**src/rtl/gpio_irq_pkg.sv**
```systemverilog
package gpio_irq_pkg;

  // Debounce exponent width; window spans 2^0 .. 2^(2^EXP_W - 1) ticks.
  localparam int DEF_EXP_W = 3;

  // Field positions inside one pin's control slice.
  localparam int TRIG_LSB = 0;
  localparam int TRIG_W   = 2;
  localparam int EXP_LSB  = TRIG_LSB + TRIG_W;

  typedef enum logic [1:0] {
    TRIG_OFF  = 2'd0,
    TRIG_RISE = 2'd1,
    TRIG_FALL = 2'd2,
    TRIG_BOTH = 2'd3
  } trig_e;

  // Decide whether a transition matches the selected trigger.
  function automatic logic edge_hit(trig_e t, logic rise, logic fall);
    case (t)
      TRIG_RISE: return rise;
      TRIG_FALL: return fall;
      TRIG_BOTH: return rise | fall;
      default:   return 1'b0;
    endcase
  endfunction

  // Last counter value of a 2^e tick window.
  function automatic int unsigned window_last(int unsigned e);
    return (32'd1 << e) - 32'd1;
  endfunction

endpackage

```
**src/rtl/gpio_pin_sync.sv**
```systemverilog
module gpio_pin_sync #(
  parameter int STAGES = 2
) (
  input  logic clk,
  input  logic rst_n,
  input  logic d_i,
  output logic q_o
);
  logic [STAGES-1:0] sh_q;

  generate
    if (STAGES == 1) begin : g_single
      always_ff @(posedge clk or negedge rst_n) begin
        if (!rst_n) sh_q <= '0;
        else        sh_q <= d_i;
      end
    end else begin : g_chain
      always_ff @(posedge clk or negedge rst_n) begin
        if (!rst_n) sh_q <= '0;
        else        sh_q <= {sh_q[STAGES-2:0], d_i};
      end
    end
  endgenerate

  assign q_o = sh_q[STAGES-1];
endmodule

```
**src/rtl/gpio_pin_debounce.sv**
```systemverilog
module gpio_pin_debounce
  import gpio_irq_pkg::*;
#(
  parameter int EXP_W = DEF_EXP_W
) (
  input  logic             clk,
  input  logic             rst_n,
  input  logic             din_i,
  input  logic             tick_i,
  input  logic             db_en_i,
  input  logic [EXP_W-1:0] db_exp_i,
  output logic             dout_o
);
  localparam int CNT_W = (2 ** EXP_W) - 1;

  logic [CNT_W-1:0] cnt_q;
  logic [CNT_W-1:0] last_w;
  logic             filt_q;
  logic             differ_w;
  logic             expire_w;

  assign last_w   = CNT_W'(window_last(32'(db_exp_i)));
  assign differ_w = din_i ^ filt_q;
  assign expire_w = differ_w & tick_i & (cnt_q >= last_w);

  always_ff @(posedge clk or negedge rst_n) begin
    if (!rst_n) begin
      filt_q <= 1'b0;
      cnt_q  <= '0;
    end else if (!db_en_i) begin
      filt_q <= din_i;
      cnt_q  <= '0;
    end else if (!differ_w) begin
      cnt_q  <= '0;
    end else if (expire_w) begin
      filt_q <= din_i;
      cnt_q  <= '0;
    end else if (tick_i) begin
      cnt_q  <= cnt_q + CNT_W'(1);
    end
  end

  assign dout_o = filt_q;

  // with the filter on, the level moves only on a tick.
  assert_db_tick_only_R7: assert property (@(posedge clk) disable iff (!rst_n)
    ($past(db_en_i) && (filt_q != $past(filt_q))) |-> $past(tick_i));

  // while input agrees with the filtered level, the level holds.
  assert_db_hold_R8: assert property (@(posedge clk) disable iff (!rst_n)
    ($past(db_en_i) && !$past(differ_w)) |-> $stable(filt_q));
endmodule

```
**src/rtl/gpio_edge_sense.sv**
```systemverilog
module gpio_edge_sense
  import gpio_irq_pkg::*;
(
  input  logic       clk,
  input  logic       rst_n,
  input  logic       level_i,
  input  logic [1:0] trig_i,
  output logic       hit_o
);
  logic prev_q;
  logic rise_w;
  logic fall_w;

  always_ff @(posedge clk or negedge rst_n) begin
    if (!rst_n) prev_q <= 1'b0;
    else        prev_q <= level_i;
  end

  assign rise_w = level_i & ~prev_q;
  assign fall_w = ~level_i & prev_q;
  assign hit_o  = edge_hit(trig_e'(trig_i), rise_w, fall_w);
endmodule

```
**src/rtl/gpio_edge_irq_bank.sv**
```systemverilog
module gpio_edge_irq_bank
  import gpio_irq_pkg::*;
#(
  parameter int NPINS       = 32,
  parameter int SYNC_STAGES = 2,
  parameter int EXP_W       = DEF_EXP_W,
  localparam int CTRL_W     = TRIG_W + EXP_W + 1
) (
  input  logic                    clk,
  input  logic                    rst_n,
  input  logic [NPINS-1:0]        pin_i,
  input  logic [NPINS*CTRL_W-1:0] pin_ctrl_i,
  input  logic [NPINS-1:0]        mask_i,
  input  logic [NPINS-1:0]        clr_i,
  input  logic                    ms_tick_i,
  output logic [NPINS-1:0]        status_o,
  output logic                    irq_o
);
  localparam int DBEN_BIT = EXP_LSB + EXP_W;

  logic [NPINS-1:0] sync_w;
  logic [NPINS-1:0] clean_w;
  logic [NPINS-1:0] hit_w;
  logic [NPINS-1:0] status_q;

  generate
    for (genvar p = 0; p < NPINS; p++) begin : g_pin
      logic [CTRL_W-1:0] ctrl_w;
      assign ctrl_w = pin_ctrl_i[p*CTRL_W +: CTRL_W];

      gpio_pin_sync #(.STAGES(SYNC_STAGES)) u_sync (
        .clk   (clk),
        .rst_n (rst_n),
        .d_i   (pin_i[p]),
        .q_o   (sync_w[p])
      );

      gpio_pin_debounce #(.EXP_W(EXP_W)) u_db (
        .clk      (clk),
        .rst_n    (rst_n),
        .din_i    (sync_w[p]),
        .tick_i   (ms_tick_i),
        .db_en_i  (ctrl_w[DBEN_BIT]),
        .db_exp_i (ctrl_w[EXP_LSB +: EXP_W]),
        .dout_o   (clean_w[p])
      );

      gpio_edge_sense u_edge (
        .clk     (clk),
        .rst_n   (rst_n),
        .level_i (clean_w[p]),
        .trig_i  (ctrl_w[TRIG_LSB +: TRIG_W]),
        .hit_o   (hit_w[p])
      );

      // a set bit survives every cycle without a clear.
      assert_sticky_R9: assert property (@(posedge clk) disable iff (!rst_n)
        (status_q[p] && !clr_i[p]) |=> status_q[p]);

      // a clear with no coincident event drops the bit.
      assert_clear_R9: assert property (@(posedge clk) disable iff (!rst_n)
        (clr_i[p] && !hit_w[p]) |=> !status_q[p]);

      // an event always lands, clear or not.
      assert_set_wins_R10: assert property (@(posedge clk) disable iff (!rst_n)
        hit_w[p] |=> status_q[p]);

      // a bit only rises because of an event.
      assert_rise_cause_R9: assert property (@(posedge clk) disable iff (!rst_n)
        $rose(status_q[p]) |-> $past(hit_w[p]));

      // an unmasked pending bit drives the interrupt.
      assert_irq_unmasked_R11: assert property (@(posedge clk) disable iff (!rst_n)
        (status_q[p] && !mask_i[p]) |-> irq_o);
    end
  endgenerate

  always_ff @(posedge clk or negedge rst_n) begin
    if (!rst_n) status_q <= '0;
    else        status_q <= (status_q & ~clr_i) | hit_w;
  end

  assign status_o = status_q;
  assign irq_o    = |(status_q & ~mask_i);

  // nothing pending means no interrupt.
  assert_irq_idle_R11: assert property (@(posedge clk) disable iff (!rst_n)
    (status_q == '0) |-> !irq_o);
endmodule

```
**config.mk**
```make
export PLATFORM = sky130hd
export DESIGN_NAME = gpio_edge_irq_bank
export DESIGN_NICKNAME = d
export VERILOG_FILES = /design/src/rtl/gpio_irq_pkg.sv /design/src/rtl/gpio_pin_sync.sv /design/src/rtl/gpio_pin_debounce.sv /design/src/rtl/gpio_edge_sense.sv /design/src/rtl/gpio_edge_irq_bank.sv
export SDC_FILE = /design/constraint.sdc
export NUM_CORES = 1
export LEC_CHECK = 0
export BUFFER_PORTS_ARGS = -buffer_cell sky130_fd_sc_hd__buf_2
export CAP_MARGIN = 20
export CORE_AREA = 2 2 260 365
export DETAILED_ROUTE_END_ITERATION = 10
export DIE_AREA = 0 0 262 367
export PLACE_DENSITY_LB_ADDON = 0.08
export SYNTH_ARGS = -nofsm -noshare
export SYNTH_HDL_FRONTEND = slang
export SYNTH_SLANG_ARGS = --single-unit
```
**constraint.sdc**
```tcl
create_clock -name clk -period 5.31 [get_ports clk]
set_input_delay 0 -clock clk [delete_from_list [all_inputs] [get_ports clk]]
set_output_delay 0 -clock clk [all_outputs]
set_load 0.01 [all_outputs]
```
==> reports/metrics.cfg, run 1 <==
[detailed_routing]
dr.pass1.iters = 7
ant_nets = 0
routedWlPerCell_microns = 16.1
drt_iter0_drc = 954
drt-total-wl_microns = 75200
drcViolationCount = 0
vias = 23300
viasPerCell = 4.99

[yosys]
synth_area_leaders = dfrtp_1, ha_1, nand2_1
yosysWarnings = 0
synth_compound_area_share_pct = 19.1
yosys.area_share.simple_pct = 18.2
synth.distinct_cells = 48
postSynthRegisterBits = 384
async_flop_share_pct = 100
yosys.cell_count.top_type = dfrtp_1
ys_seq_area_share_pct = 35.9
yosys-top-cells-count = dfrtp_1, ha_1, nand2_1, inv_1, nand3_1
synth_top_family_by_area = compound AO/OA/AOI/OAI gates
synthesis.nets = 3528
yosys.area.top_type = dfrtp_1
yosysTopAreaCellShare_pct = 35.9
synth-main-ff-cell = dfrtp_1
synthAdderAreaFrac_pct = 16.5
synth-edff-count = 0
avgSynthCellArea_sq_um = 9.28
netlist_instances = 2885
synthMuxAreaShare_pct = 4.13
synth_xor_area_share_pct = 2.55
syn_area_sq_um = 26800

[timing]
fin_setup_tns_ns = 0
finalClockSkew_ns = 0.0200
fin_crit_sh_pct = 55.7
slew_headroom_pct = 10.5
final_hold_viol_count = 0
hold_slack_ns = 0.0100
period_needed_ns = 2.96
slew_violations = 0
max_freq_mhz = 338
setup_viol = 0
rsz0062_at_grt = no
worst_pin_slew_ns = 1.33

[grt]
grt_overflow = 0
grt_pass1_vias = 23400
grt_pass1_wl_microns = 120000
antenna_found_initial = 19
track_usage_pct = 15.4
grt_max_degree = 115

[cts]
cts_sinks = 384
cts.clk_slew.worst_paths_ns = 0.06
clk_latency_ns = 0.61
cts.repair.resized = 0
clk_path_buf_depth = 3
cts_tree = done
h-tree-depth = 2
numCtsBuffers = 50
cts-root-buf = clkbuf_16

[status]
status = finished, final reports clean

[power]
ir_drop_v = 0.000220
seq_power_share_pct = 37.3
leakage_nw = 15.7
p_per_area_nw_per_um2 = 257
p_sw_mw = 2.45
clkPwrFrac_pct = 44.4
p_total_mw = 8.58
p_int_mw = 6.13
pwr-share-comb_pct = 18.3
switching_share_pct = 28.6

[worst_setup_path]
end_kind = primary output
r2r-start = g_pin[25].u_db.cnt_q[5]$_DFFE_PN0P_
r2r_cells = 7
crit_type = register to primary output
path_delay_family = simple AND/OR/NAND/NOR gates
arrival_ns = 2.96
cp_num_buf_inv = 2
max_stage_delay_ns = 1.13
cp_cell_sequence = inv_1 -> o22ai_1 -> nor4_1 -> nand4_1 -> buf_2
crit_path_max_fanout = 2
required_ns = 5.31
start_kind = register
r2r_slack_ns = 2.87
critPathSlowestCell = nor4_1
reg2reg_to = g_pin[25].u_db.cnt_q[1]$_DFFE_PN0P_

[flow_run]
drv_cap = 0

[floorplanning]
dieHeight_microns = 367
coreArea_sq_um = 93200
num_io_pins = 324
dieArea_sq_um = 96200
num_rows = 133
initial_core_util_pct = 28.7
fp.dieW_microns = 262

[finish]
nets = 4042
stdcell_count = 4664
drive_above_1_share_pct = 15.8
area_delta_synth_final_pct = 24.6

[placement]
place_inst = 4399
hpwl_microns = 56200
gp_congestion = 0.782
numPortBuffers = 323

[hold_path]
hp-class = input pin to async pin

-- worst register-to-register path, cell delays in order (launching register included) --
cell and delay, ns:
dfrtp_1 0.44, ha_1 0.33, a21o_1 0.19, a221oi_1 0.35, o21a_1 0.23, nand3_1 0.09
a21oi_1 0.18, dlygate4sd3_1 0.57
-- final cells by class --
cell class              instances  area, sq um
fillers                      9569        59900
multi-input cells            2238        16200
flip-flops and latches        384         9610
repair buffers                491         3320
well taps                    1215         1520
clock buffers                  65         1450
inverters                     234          881
clock inverters                29          378
diodes                          8         20.0
-- how the worst max path moves through the flow --
| stage | start | end | slack (ns) | depth (start not counted) |
|---|---|---|---|---|
| 2_1_floorplan | pin_ctrl_i[16] | g_pin[2].u_db.cnt_q[4]$_DFFE_PN0P_ | 2.72 | 11 |
| 3_3_place_gp | pin_ctrl_i[16] | g_pin[2].u_db.cnt_q[4]$_DFFE_PN0P_ | 2.29 | 12 |
| 3_5_place_dp | pin_ctrl_i[172] | g_pin[28].u_db.cnt_q[4]$_DFFE_PN0P_ | 2.27 | 12 |
| 4_1_cts | status_o[24]$_DFF_PN0_ | irq_o | 2.31 | 5 |
| 5_1_grt | status_o[24]$_DFF_PN0_ | irq_o | 2.27 | 5 |
| 6_report | status_o[10]$_DFF_PN0_ | irq_o | 2.35 | 5 |
-- what timing repair did --
action | 4_1_cts | 5_1_grt
buffers inserted | 0 | 0
endpoints found under the setup margin | 0 | 0
hold buffers | 163 | 0
hold endpoints to repair | 399 | 0
-- registers in the layout, summed over array words and instances, names as in the netlist --
register and count:
g_pin.u_db.cnt_q 224, g_pin.u_edge.prev_q 32, g_pin.u_db.dout_o 32, status_o 32, g_pin.u_sync.sh_q 64
-- layout by cell type, fill, tap and decap left out, drive strengths merged, types with 65 or more instances in the layout --
master and count:
dfrtp 384, ha 352, buf 328, nand2 310, inv 234, nand3 180, dlygate4sd3 163, nor2 150
a21oi 143, o21ai 104, clkbuf 65
-- power by group through the flow --
stage / sequential (mW) / clock [mW] / combinational [mW]
global route: 3.22 / 4.08 / 1.78
detailed placement: 3.26 / 0 / 1.44
global placement: 3.25 / 0 / 1.40
CTS: 3.21 / 3.97 / 1.60
floorplan: 3.24 / 0 / 0.827
finish: 3.20 / 3.81 / 1.57
-- layer usage --
layer / GRT usage (%) / up-vias / wire, microns
li1: - / 11600 / -
met1: 18.2 / 11100 / 32500
met2: 27.5 / 369 / 37200
met3: 3.28 / 101 / 3510
met4: 4.43 / 18 / 1810
met5: 0 / - / 124
-- stage by stage --
step           instance area [sq um]  setup slack (ns)  utilization (%)
4_1_cts                        33300              2.31             35.8
3_5_place_dp                   29900              2.27             32.0
2_1_floorplan                  26800              2.72                -
6_report                       33300              2.35             35.8
5_1_grt                        33300              2.27             35.8
3_3_place_gp                   29900              2.29             32.0
-- cell families (layout without fill, tap and decap cells) --
kind of cell	after synthesis	in the layout
compound gates	705	705
xor+xnor	78	78
buf+inv	263	819
flops	384	384
simple gates	999	999
other cells	0	8
mux	104	104
fa+ha+maj	352	352
Power figures use the tool's default switching activity.
==> run 2: changes to the inputs <==
clock period = 2.9 ns   (was 5.31 ns; I/O delays follow)
==> reports/metrics.cfg, run 2 (same netlist as run 1, synthesis figures left out) <==
[cts]
numCtsBuffers = 49
clk_path_buf_depth = 3
clk_latency_ns = 0.61
cts.repair.resized = 0
h-tree-depth = 2
cts_tree = done
cts_sinks = 384
postCtsSetupBuffers = 0
cts.clk_slew.worst_paths_ns = 0.06
cts-root-buf = clkbuf_16
cts_hold_buf = 153

[finish]
regMostFlops = g_pin.u_db.cnt_q
largest_reg_flops = 224
area_delta_synth_final_pct = 26.3
post-route-util_pct = 36.3
nets = 4120
reg_top3 = g_pin.u_db.cnt_q (224), g_pin.u_sync.sh_q (64)
drive_above_1_share_pct = 17.6
final_common_cell = dfrtp_1
final_cell_mix = dfrtp_1, ha_1, buf_2

[floorplanning]
dieHeight_microns = 367
fp.dieW_microns = 262
num_io_pins = 324
dieArea_sq_um = 96200
num_rows = 133
coreArea_sq_um = 93200
initial_core_util_pct = 28.7

[placement]
hpwl_microns = 57400
numPortBuffers = 323
gp_congestion = 0.808

[worst_setup_path]
r2r-start = g_pin[11].u_db.dout_o$_DFFE_PN0P_
cp_num_buf_inv = 3
crit_path_max_fanout = 5
reg2reg_to = status_o[11]$_DFF_PN0_
critPathSlowestCell = dfrtp_1
max_stage_delay_ns = 0.57
required_ns = 3.44
start_kind = register
r2r_cells = 7
critPathLaunch = g_pin[11].u_db.dout_o$_DFFE_PN0P_
r2r_slack_ns = 0.48
crit_type = register to register
end_kind = register
arrival_ns = 2.96
path_delay_family = buffers and inverters
crit_path_end = status_o[11]$_DFF_PN0_
cp_cell_sequence = inv_1 -> ha_1 -> mux2i_1 -> nand2_1 -> dlygate4sd3_1 -> o221ai_1 -> dlygate4sd3_1
crit_top_cell = dlygate4sd3_1
cp_num_cells = 7

[detailed_routing]
drcViolationCount = 0
ant_nets = 0
routedWlPerCell_microns = 16.0
drt_iter0_drc = 917
vias = 23700
dr.pass1.iters = 5
drt-total-wl_microns = 75700
viasPerCell = 5.00

[timing]
finalClockSkew_ns = 0.0119
fin_setup_tns_ns = 0
final_hold_viol_count = 0
slew_headroom_pct = 32.7
setup_viol = 0
hold_slack_ns = 0.0380
slew_violations = 0
worst_pin_slew_ns = 1.01
max_freq_mhz = 414
fin_crit_sh_pct = 83.4
rsz0062_at_grt = no
period_needed_ns = 2.42

[grt]
track_usage_pct = 15.6
antenna_found_initial = 27
grt_overflow = 0
grt_max_degree = 72
grt_pass1_wl_microns = 122000
grt_pass1_vias = 23800

[hold_path]
hp-class = input pin to register

[power]
p_per_area_nw_per_um2 = 450
p_total_mw = 15.2
ir_drop_v = 0.000383
leakage_nw = 16.0

[status]
status = finished, final reports clean

[flow_run]
drv_cap = 0

## run 2: how the worst min path moves through the flow
stage / from / endpoint / slack [ns] / cells past startpoint
after floorplan: rst_n / g_pin[0].u_db.cnt_q[0]$_DFFE_PN0P_ / -0.30 / 0
after global placement: rst_n / g_pin[21].u_db.cnt_q[2]$_DFFE_PN0P_ / 0.05 / 1
after detailed placement: rst_n / g_pin[21].u_db.cnt_q[2]$_DFFE_PN0P_ / 0.06 / 1
after CTS: pin_i[12] / g_pin[12].u_sync.sh_q[0]$_DFF_PN0_ / 0.0003 / 2
after global routing: pin_i[8] / g_pin[8].u_sync.sh_q[0]$_DFF_PN0_ / 0.02 / 2
final: ms_tick_i / g_pin[22].u_db.cnt_q[1]$_DFFE_PN0P_ / 0.04 / 4
## run 2: report_power, final
part / internal [mW] / switching, mW
sequential: 5.63 / 0.215
combinational: 1.36 / 1.64
clock: 3.81 / 2.54
total: 10.8 / 4.40
## run 2: final cells by class
type | count | area [sq um]
multi-input combinational | 2238 | 16200
antenna | 13 | 32.5
tap | 1215 | 1520
timing repair buffer | 570 | 3960
inverter | 234 | 881
sequential | 384 | 9610
fill | 9552 | 59400
clock buffer | 70 | 1410
clock inverter | 19 | 231
## run 2: tightest hold or removal path, cell delays in order
cell and delay (ns):
buf_4 0.13, buf_12 0.22, nand3_1 0.14, a21oi_1 0.06
## run 2: stage by stage
| step | worst slack [ns] | cell area [sq um] | cells |
|---|---|---|---|
| 2_1_floorplan | 0.311 | 26800 | 2885 |
| 3_5_place_dp | 0.0222 | 30600 | 4487 |
| 4_1_cts | 0.403 | 33700 | 4729 |
| 3_3_place_gp | 0.0674 | 30600 | 4487 |
| 6_report | 0.482 | 33800 | 4743 |
| 5_1_grt | 0.343 | 33800 | 4741 |
## run 2: layer usage
| metal | track usage (%) | vias to the layer above | routed length (microns) |
|---|---|---|---|
| met3 | 3.24 | 107 | 3650 |
| met5 | 0 | - | 103 |
| met2 | 27.8 | 400 | 37400 |
| met4 | 4.73 | 20 | 1910 |
| met1 | 18.6 | 11400 | 32600 |
| li1 | - | 11800 | - |
